$ cat config.mk
export PLATFORM = sky130hd
export DESIGN_NAME = radio_spi_engine
export DESIGN_NICKNAME = d
export VERILOG_FILES = /design/src/rtl/radio_spi_pkg.sv /design/src/rtl/radio_spi_cmd_enc.sv /design/src/rtl/radio_spi_tick.sv /design/src/rtl/radio_spi_shifter.sv /design/src/rtl/radio_spi_ctrl.sv /design/src/rtl/radio_spi_engine.sv
export SDC_FILE = /design/constraint.sdc
export NUM_CORES = 1
export LEC_CHECK = 0
export ABC_AREA = 1
export BUFFER_PORTS_ARGS = -buffer_cell sky130_fd_sc_hd__buf_2
export CORE_MARGIN = 5
export CORE_UTILIZATION = 40
export CTS_BUF_LIST = sky130_fd_sc_hd__clkbuf_4 sky130_fd_sc_hd__clkbuf_8
export DETAILED_ROUTE_END_ITERATION = 8
export HOLD_SLACK_MARGIN = 0.15
export PLACE_DENSITY = 0.61
export SLEW_MARGIN = 20
export SYNTH_ARGS = -nofsm -noshare
export SYNTH_HDL_FRONTEND = slang
export SYNTH_SLANG_ARGS = --single-unit
export TNS_END_PERCENT = 10
$ cat constraint.sdc
create_clock -name clk -period 1.9 [get_ports clk]
set_clock_uncertainty 0.05 [all_clocks]
set_input_delay 0.19 -clock clk [delete_from_list [all_inputs] [get_ports clk]]
set_output_delay 0.19 -clock clk [all_outputs]
set_load 0.05 [all_outputs]
$ cat src/rtl/radio_spi_pkg.sv
`timescale 1ns/1ps
package radio_spi_pkg;

    localparam int BYTE_W    = 8;
    localparam int SHORT_AW  = 6;
    localparam int LONG_AW   = 10;
    localparam int MAX_BYTES = 3;
    localparam int FRAME_W   = BYTE_W * MAX_BYTES;
    localparam int NBITS_W   = $clog2(FRAME_W + 1);
    localparam int SHORT_BITS = 2 * BYTE_W;
    localparam int LONG_BITS  = 3 * BYTE_W;

    typedef struct packed {
        logic                wr;
        logic                lng;
        logic [LONG_AW-1:0]  addr;
        logic [BYTE_W-1:0]   wdata;
    } acc_req_t;

    typedef struct packed {
        logic [FRAME_W-1:0]  bits;
        logic [NBITS_W-1:0]  nbits;
    } frame_t;

    typedef enum logic [2:0] {
        ST_IDLE,
        ST_SETUP,
        ST_XFER,
        ST_HOLD,
        ST_GAP
    } eng_state_e;

    // short space: marker 0 on top, direction flag at bit 0
    function automatic logic [BYTE_W-1:0] short_cmd(
        input logic [SHORT_AW-1:0] a, input logic wr);
        return {1'b0, a, wr};
    endfunction

    // long space, first header byte: marker 1 on top, upper address bits
    function automatic logic [BYTE_W-1:0] long_hdr_hi(input logic [LONG_AW-1:0] a);
        return {1'b1, a[LONG_AW-1:3]};
    endfunction

    // long space, second header byte: low address bits, direction flag at bit 4
    function automatic logic [BYTE_W-1:0] long_hdr_lo(
        input logic [LONG_AW-1:0] a, input logic wr);
        return {a[2:0], wr, 4'b0000};
    endfunction

endpackage

$ cat src/rtl/radio_spi_cmd_enc.sv
`timescale 1ns/1ps
module radio_spi_cmd_enc
    import radio_spi_pkg::*;
(
    input  acc_req_t req,
    output frame_t   frame
);
    logic [BYTE_W-1:0] payload;

    always_comb begin
        payload = req.wr ? req.wdata : '0;
        if (req.lng) begin
            frame.bits  = {long_hdr_hi(req.addr), long_hdr_lo(req.addr, req.wr), payload};
            frame.nbits = NBITS_W'(LONG_BITS);
        end else begin
            frame.bits  = {short_cmd(req.addr[SHORT_AW-1:0], req.wr), payload, {BYTE_W{1'b0}}};
            frame.nbits = NBITS_W'(SHORT_BITS);
        end
    end
endmodule

$ cat src/rtl/radio_spi_tick.sv
`timescale 1ns/1ps
module radio_spi_tick #(
    parameter int CLK_DIV = 3
) (
    input  logic clk,
    input  logic rst,
    input  logic en,
    output logic tick
);
    localparam int CW = (CLK_DIV > 1) ? $clog2(CLK_DIV) : 1;
    localparam logic [CW-1:0] LAST = CW'(CLK_DIV - 1);

    logic [CW-1:0] cnt_q;

    assign tick = en && (cnt_q == LAST);

    always_ff @(posedge clk) begin
        if (rst || !en)  cnt_q <= '0;
        else if (tick)   cnt_q <= '0;
        else             cnt_q <= cnt_q + CW'(1);
    end
endmodule

$ cat src/rtl/radio_spi_shifter.sv
`timescale 1ns/1ps
module radio_spi_shifter
    import radio_spi_pkg::*;
(
    input  logic              clk,
    input  logic              rst,
    input  logic              load,
    input  frame_t            frame,
    input  logic              run,
    input  logic              tick,
    input  logic              miso,
    output logic              sclk,
    output logic              mosi,
    output logic [BYTE_W-1:0] rx_byte,
    output logic              last_edge
);
    logic [FRAME_W-1:0] tx_q;
    logic [NBITS_W-1:0] bit_q;
    logic [NBITS_W-1:0] last_idx_q;
    logic [BYTE_W-1:0]  rx_q;
    logic               sclk_q;

    assign last_edge = run && tick && sclk_q && (bit_q == last_idx_q);
    assign sclk      = sclk_q;
    assign mosi      = tx_q[FRAME_W-1];
    assign rx_byte   = rx_q;

    always_ff @(posedge clk) begin
        if (rst) begin
            tx_q       <= '0;
            bit_q      <= '0;
            last_idx_q <= '0;
            rx_q       <= '0;
            sclk_q     <= 1'b0;
        end else if (load) begin
            tx_q       <= frame.bits;
            bit_q      <= '0;
            last_idx_q <= frame.nbits - NBITS_W'(1);
            sclk_q     <= 1'b0;
        end else if (run && tick) begin
            if (!sclk_q) begin
                sclk_q <= 1'b1;
                rx_q   <= {rx_q[BYTE_W-2:0], miso};
            end else begin
                sclk_q <= 1'b0;
                if (bit_q != last_idx_q) begin
                    bit_q <= bit_q + NBITS_W'(1);
                    tx_q  <= {tx_q[FRAME_W-2:0], 1'b0};
                end
            end
        end
    end
endmodule

$ cat src/rtl/radio_spi_ctrl.sv
`timescale 1ns/1ps
module radio_spi_ctrl
    import radio_spi_pkg::*;
(
    input  logic              clk,
    input  logic              rst,
    input  logic              req_valid,
    input  logic              req_wr,
    input  logic              tick,
    input  logic              last_edge,
    input  logic [BYTE_W-1:0] rx_byte,
    output logic              load,
    output logic              run,
    output logic              tick_en,
    output logic              busy,
    output logic              cs_n,
    output logic              done,
    output logic [BYTE_W-1:0] rd_data
);
    eng_state_e        state_q;
    logic              wr_q;
    logic              gap_q;
    logic              cs_n_q;
    logic              done_q;
    logic [BYTE_W-1:0] rd_q;

    assign busy    = (state_q != ST_IDLE);
    assign load    = req_valid && !busy;
    assign run     = (state_q == ST_XFER);
    assign tick_en = busy;
    assign cs_n    = cs_n_q;
    assign done    = done_q;
    assign rd_data = rd_q;

    always_ff @(posedge clk) begin
        if (rst) begin
            state_q <= ST_IDLE;
            wr_q    <= 1'b0;
            gap_q   <= 1'b0;
            cs_n_q  <= 1'b1;
            done_q  <= 1'b0;
            rd_q    <= '0;
        end else begin
            done_q <= 1'b0;
            unique case (state_q)
                ST_IDLE: if (load) begin
                    state_q <= ST_SETUP;
                    cs_n_q  <= 1'b0;
                    wr_q    <= req_wr;
                end
                ST_SETUP: if (tick) state_q <= ST_XFER;
                ST_XFER:  if (last_edge) state_q <= ST_HOLD;
                ST_HOLD: if (tick) begin
                    cs_n_q  <= 1'b1;
                    done_q  <= 1'b1;
                    gap_q   <= 1'b0;
                    if (!wr_q) rd_q <= rx_byte;
                    state_q <= ST_GAP;
                end
                ST_GAP: if (tick) begin
                    if (gap_q) state_q <= ST_IDLE;
                    else       gap_q   <= 1'b1;
                end
                default: state_q <= ST_IDLE;
            endcase
        end
    end
endmodule

$ cat src/rtl/radio_spi_engine.sv
`timescale 1ns/1ps
module radio_spi_engine
    import radio_spi_pkg::*;
#(
    parameter int CLK_DIV = 3
) (
    input  logic              clk,
    input  logic              rst,
    input  logic              req_valid,
    input  logic              req_write,
    input  logic              req_long,
    input  logic [LONG_AW-1:0] req_addr,
    input  logic [BYTE_W-1:0] req_wdata,
    output logic              busy,
    output logic              done,
    output logic [BYTE_W-1:0] rd_data,
    output logic              spi_cs_n,
    output logic              spi_sclk,
    output logic              spi_mosi,
    input  logic              spi_miso
);
    acc_req_t          req;
    frame_t            frame;
    logic              load, run, tick_en, tick, last_edge;
    logic [BYTE_W-1:0] rx_byte;

    assign req = '{wr: req_write, lng: req_long, addr: req_addr, wdata: req_wdata};

    radio_spi_cmd_enc u_enc (
        .req   (req),
        .frame (frame)
    );

    radio_spi_tick #(.CLK_DIV(CLK_DIV)) u_tick (
        .clk  (clk),
        .rst  (rst),
        .en   (tick_en),
        .tick (tick)
    );

    radio_spi_shifter u_shift (
        .clk       (clk),
        .rst       (rst),
        .load      (load),
        .frame     (frame),
        .run       (run),
        .tick      (tick),
        .miso      (spi_miso),
        .sclk      (spi_sclk),
        .mosi      (spi_mosi),
        .rx_byte   (rx_byte),
        .last_edge (last_edge)
    );

    radio_spi_ctrl u_ctrl (
        .clk       (clk),
        .rst       (rst),
        .req_valid (req_valid),
        .req_wr    (req_write),
        .tick      (tick),
        .last_edge (last_edge),
        .rx_byte   (rx_byte),
        .load      (load),
        .run       (run),
        .tick_en   (tick_en),
        .busy      (busy),
        .cs_n      (spi_cs_n),
        .done      (done),
        .rd_data   (rd_data)
    );
endmodule

==> flow_metrics.tcl <==
set metrics [dict create \
    slew_headroom_pct 72.08 \
    postLayoutSetupSlackWorst_ns 0.1909 \
    fp-row-count 29 \
    post-cts-setup-buffers 0 \
    synth-seq-area-share_pct 43.84 \
    critPathLaunchType "flop" \
    path_delay_family "simple AND/OR/NAND/NOR gates" \
    path_buf_inv 2 \
    crit_fanout 23 \
    die-width_um 91.38 \
    die_h_um 91.38 \
    clkTransAtPathRegs_ns 0.07 \
    cellPowerDensity_mw_per_mm2 1258 \
    final.min_clock_period_ns 1.709 \
    nets 441 \
    max_cap_viol_count 0 \
    synth_cells 375 \
    drc 0 \
    cp.required_ns 2.08 \
    timing.fmax_mhz 585.1 \
    tns_ns 0 \
    num-fill-cells 677 \
    grt_pass1_vias 2333 \
    vdd_drop_max_mv 0.5636 \
    port_buffers 36 \
    tritoncts "done" \
    setup_viol 0 \
    crit_path_frequent_cell "nand3_1" \
    cts_buffers 9 \
    crit_type "reg -> reg" \
    tightest_slew_ns 0.4183 \
    vias_per_cell 5.020 \
    area_delta_synth_final_pct 18.89 \
    fp.dieArea_mm2 0.008349 \
    first_pass_iters 4 \
    status "finished clean" \
    synth_area_mm2 0.002649 \
    routedWlPerCell_um 12.12 \
    cpPeakStageDelay_ns 0.31 \
    cp_data_arrival_time_ns 1.88 \
    synth_warnings 0 \
    finalCritPeriodShare_pct 89.95 \
    syn_avg_cell_area_um2 7.063 \
    drive_above_1_share_pct 17.38 \
    insertion_delay_ns 0.33 \
    core_area_mm2 0.006386 \
    postRouteWirelength_um 6022 \
    num_antenna_cells 0 \
    path_cells "inv_1 -> ha_1 -> nand3_1 -> nor2_2 -> nand2_2 -> nand2_8 -> buf_12 -> nand3_1 -> nand2_1 -> nor2_1" \
    synthesis.nets 401 \
    leakagePower_nw 1.334 \
    grt_max_degree 24 \
    endpoint_kind "flop" \
    grt_overflow 0 \
    clockRootBuffer "clkbuf_8" \
    cts_sinks 58 \
    place_ws_ns 0.1857 \
    clockBufferDepth 2 \
    initial_core_util_pct 41.48 \
    synth.distinct_cells 27 \
    h-tree-depth 3 \
    ys_ff_latch 58 \
    vias 2495 \
    finalHoldViolCount 0 \
    hp-class "in -> reg" \
    antenna_found_initial 0 \
    final_core_util_pct 49.31 \
    grt_usage_pct 15.40 \
    cpMaxStageDelayCell "dfxtp_1" \
    rsz0062_at_grt "false" \
    ios 37 \
    finalWeightedCongestion 0.8534 \
    slew_viol_final 0 \
    dpl.hpwl_um 4226 \
    first_iter_violations 123 \
    drtAntennaViolNets 0 \
    grt_pass1_wl_um 10660 \
    finalPower_mw 3.961 \
]
-- where the power goes --
part	total (mW)	switching, mW	internal, mW
registers	1.54	0.124	1.41
clock network	1.18	0.490	0.689
logic	1.24	0.809	0.435
-- layout make-up --
cell class                      count  area, um2  share of cell area (%)
Clock inverter                      4      50.05                   1.589
Sequential cell                    58       1161                   36.87
Multi-Input combinational cell    275       1310                   41.60
Tap cell                           77      96.34                   3.059
Clock buffer                       12      158.9                   5.046
Inverter                           24      92.59                   2.940
Timing Repair Buffer               47      280.3                   8.899
-- flip-flops by register name, indices dropped and copies added (netlist names) --
| register | count |
|---|---|
| u_shift.tx_q | 24 |
| u_ctrl.rd_data | 8 |
| u_shift.rx_byte | 8 |
| u_shift.bit_q | 5 |
| u_ctrl.state_q | 3 |
| u_shift.last_idx_q | 3 |
| u_tick.cnt_q | 2 |
| u_ctrl.cs_n | 1 |
| u_ctrl.done | 1 |
| u_ctrl.gap_q | 1 |
| u_ctrl.wr_q | 1 |
| u_shift.sclk | 1 |
-- logic make-up after synthesis --
logic type,after synthesis,synth area share [%]
AO/OA/AOI/OAI,52,10.39
XOR/XNOR,2,0.6614
adder cells (fa/ha/maj),2,0.9446
buffers and inverters,42,7.039
flip-flops,58,43.84
multiplexers,1,0.3779
AND/OR/NAND/NOR,218,36.75
-- cell usage in the layout (no fill, tap or decap), types with 2 or more instances in the layout --
master and count:
o22ai_1 2, inv_1 21, dlygate4sd3_1 2, buf_2 36, clkinvlp_4 2, buf_4 8, nand4_1 9, nand3_1 57
nand2_2 3, nor2_2 2, nand2_1 82, a21oi_1 31, dfxtp_1 58, o21ai_0 15, nor2_1 59, clkbuf_8 11
o21a_1 3, ha_1 2, xor2_1 2, clkinv_1 2, nor2_4 2
-- cells in the mapped netlist --
library cell / number / share of area (%)
nand2_1: 82 / 12
nor2_1: 59 / 8.4
dfxtp_1: 58 / 44
nand3_1: 57 / 11
a21oi_1: 31 / 5.9
inv_1: 21 / 3.0
o21ai_0: 15 / 2.8
nand4_1: 9 / 2.1
buf_2: 6 / 1.1
clkbuf_1: 6 / 0.85
buf_4: 3 / 0.85
nand2_2: 3 / 0.71
o21a_1: 3 / 0.85
buf_1: 2 / 0.28
clkinv_1: 2 / 0.28
ha_1: 2 / 0.94
nand2_4: 2 / 0.85
nor2_2: 2 / 0.47
nor2_4: 2 / 0.85
o22ai_1: 2 / 0.47
xor2_1: 2 / 0.66
buf_6: 1 / 0.43
inv_4: 1 / 0.24
mux2i_1: 1 / 0.38
nor2_8: 1 / 0.76
o211a_1: 1 / 0.38
or2_2: 1 / 0.24
-- worst paths after layout --
kind | slack, ns | start | cells after the start | endpoint
worst max-delay path | 0.19 | u_tick.cnt_q[0]$_SDFF_PP0_ | 10 | u_shift.tx_q[6]$_SDFFE_PP0P_
worst min-delay path | 0.16 | req_wdata[1] | 5 | u_shift.tx_q[1]$_SDFFE_PP0P_
worst max register to register | 0.19 | u_tick.cnt_q[0]$_SDFF_PP0_ | 10 | u_shift.tx_q[6]$_SDFFE_PP0P_
worst min register to register | 0.36 | u_tick.cnt_q[0]$_SDFF_PP0_ | 1 | u_tick.cnt_q[0]$_SDFF_PP0_
-- worst register-to-register path: stages (launching register included) --
cell	delay, ns
dfxtp_1	0.31
inv_1	0.05
ha_1	0.24
nand3_1	0.14
nor2_2	0.14
nand2_2	0.16
nand2_8	0.15
buf_12	0.16
nand3_1	0.09
nand2_1	0.07
nor2_1	0.04
-- routing by layer --
layer	vias up	part of all wire, %	global-route usage, %
li1	1309	-	-
met1	1130	49	20.44
met2	46	45	23.86
met3	10	4.6	3.140
met4	0	2.0	7.335
met5	-	0	0
-- per-stage QoR --
step           cell area [um2]  hold WS, ns  cells
2_1_floorplan             2649       0.2872    375
3_3_place_gp              2912       0.3501    479
3_5_place_dp              2912       0.3513    479
4_1_cts                   3141       0.1515    497
5_1_grt                   3149       0.1630    497
6_report                  3149       0.1590    497
-- what timing repair did --
| item | 4_1_cts | 5_1_grt |
|---|---|---|
| setup endpoints to repair | 0 | 3 |
| resized for setup | 0 | 1 |
| hold buffers | 2 | 0 |
| hold endpoints to repair | 2 | 0 |
(Power assumes the default switching activity.)
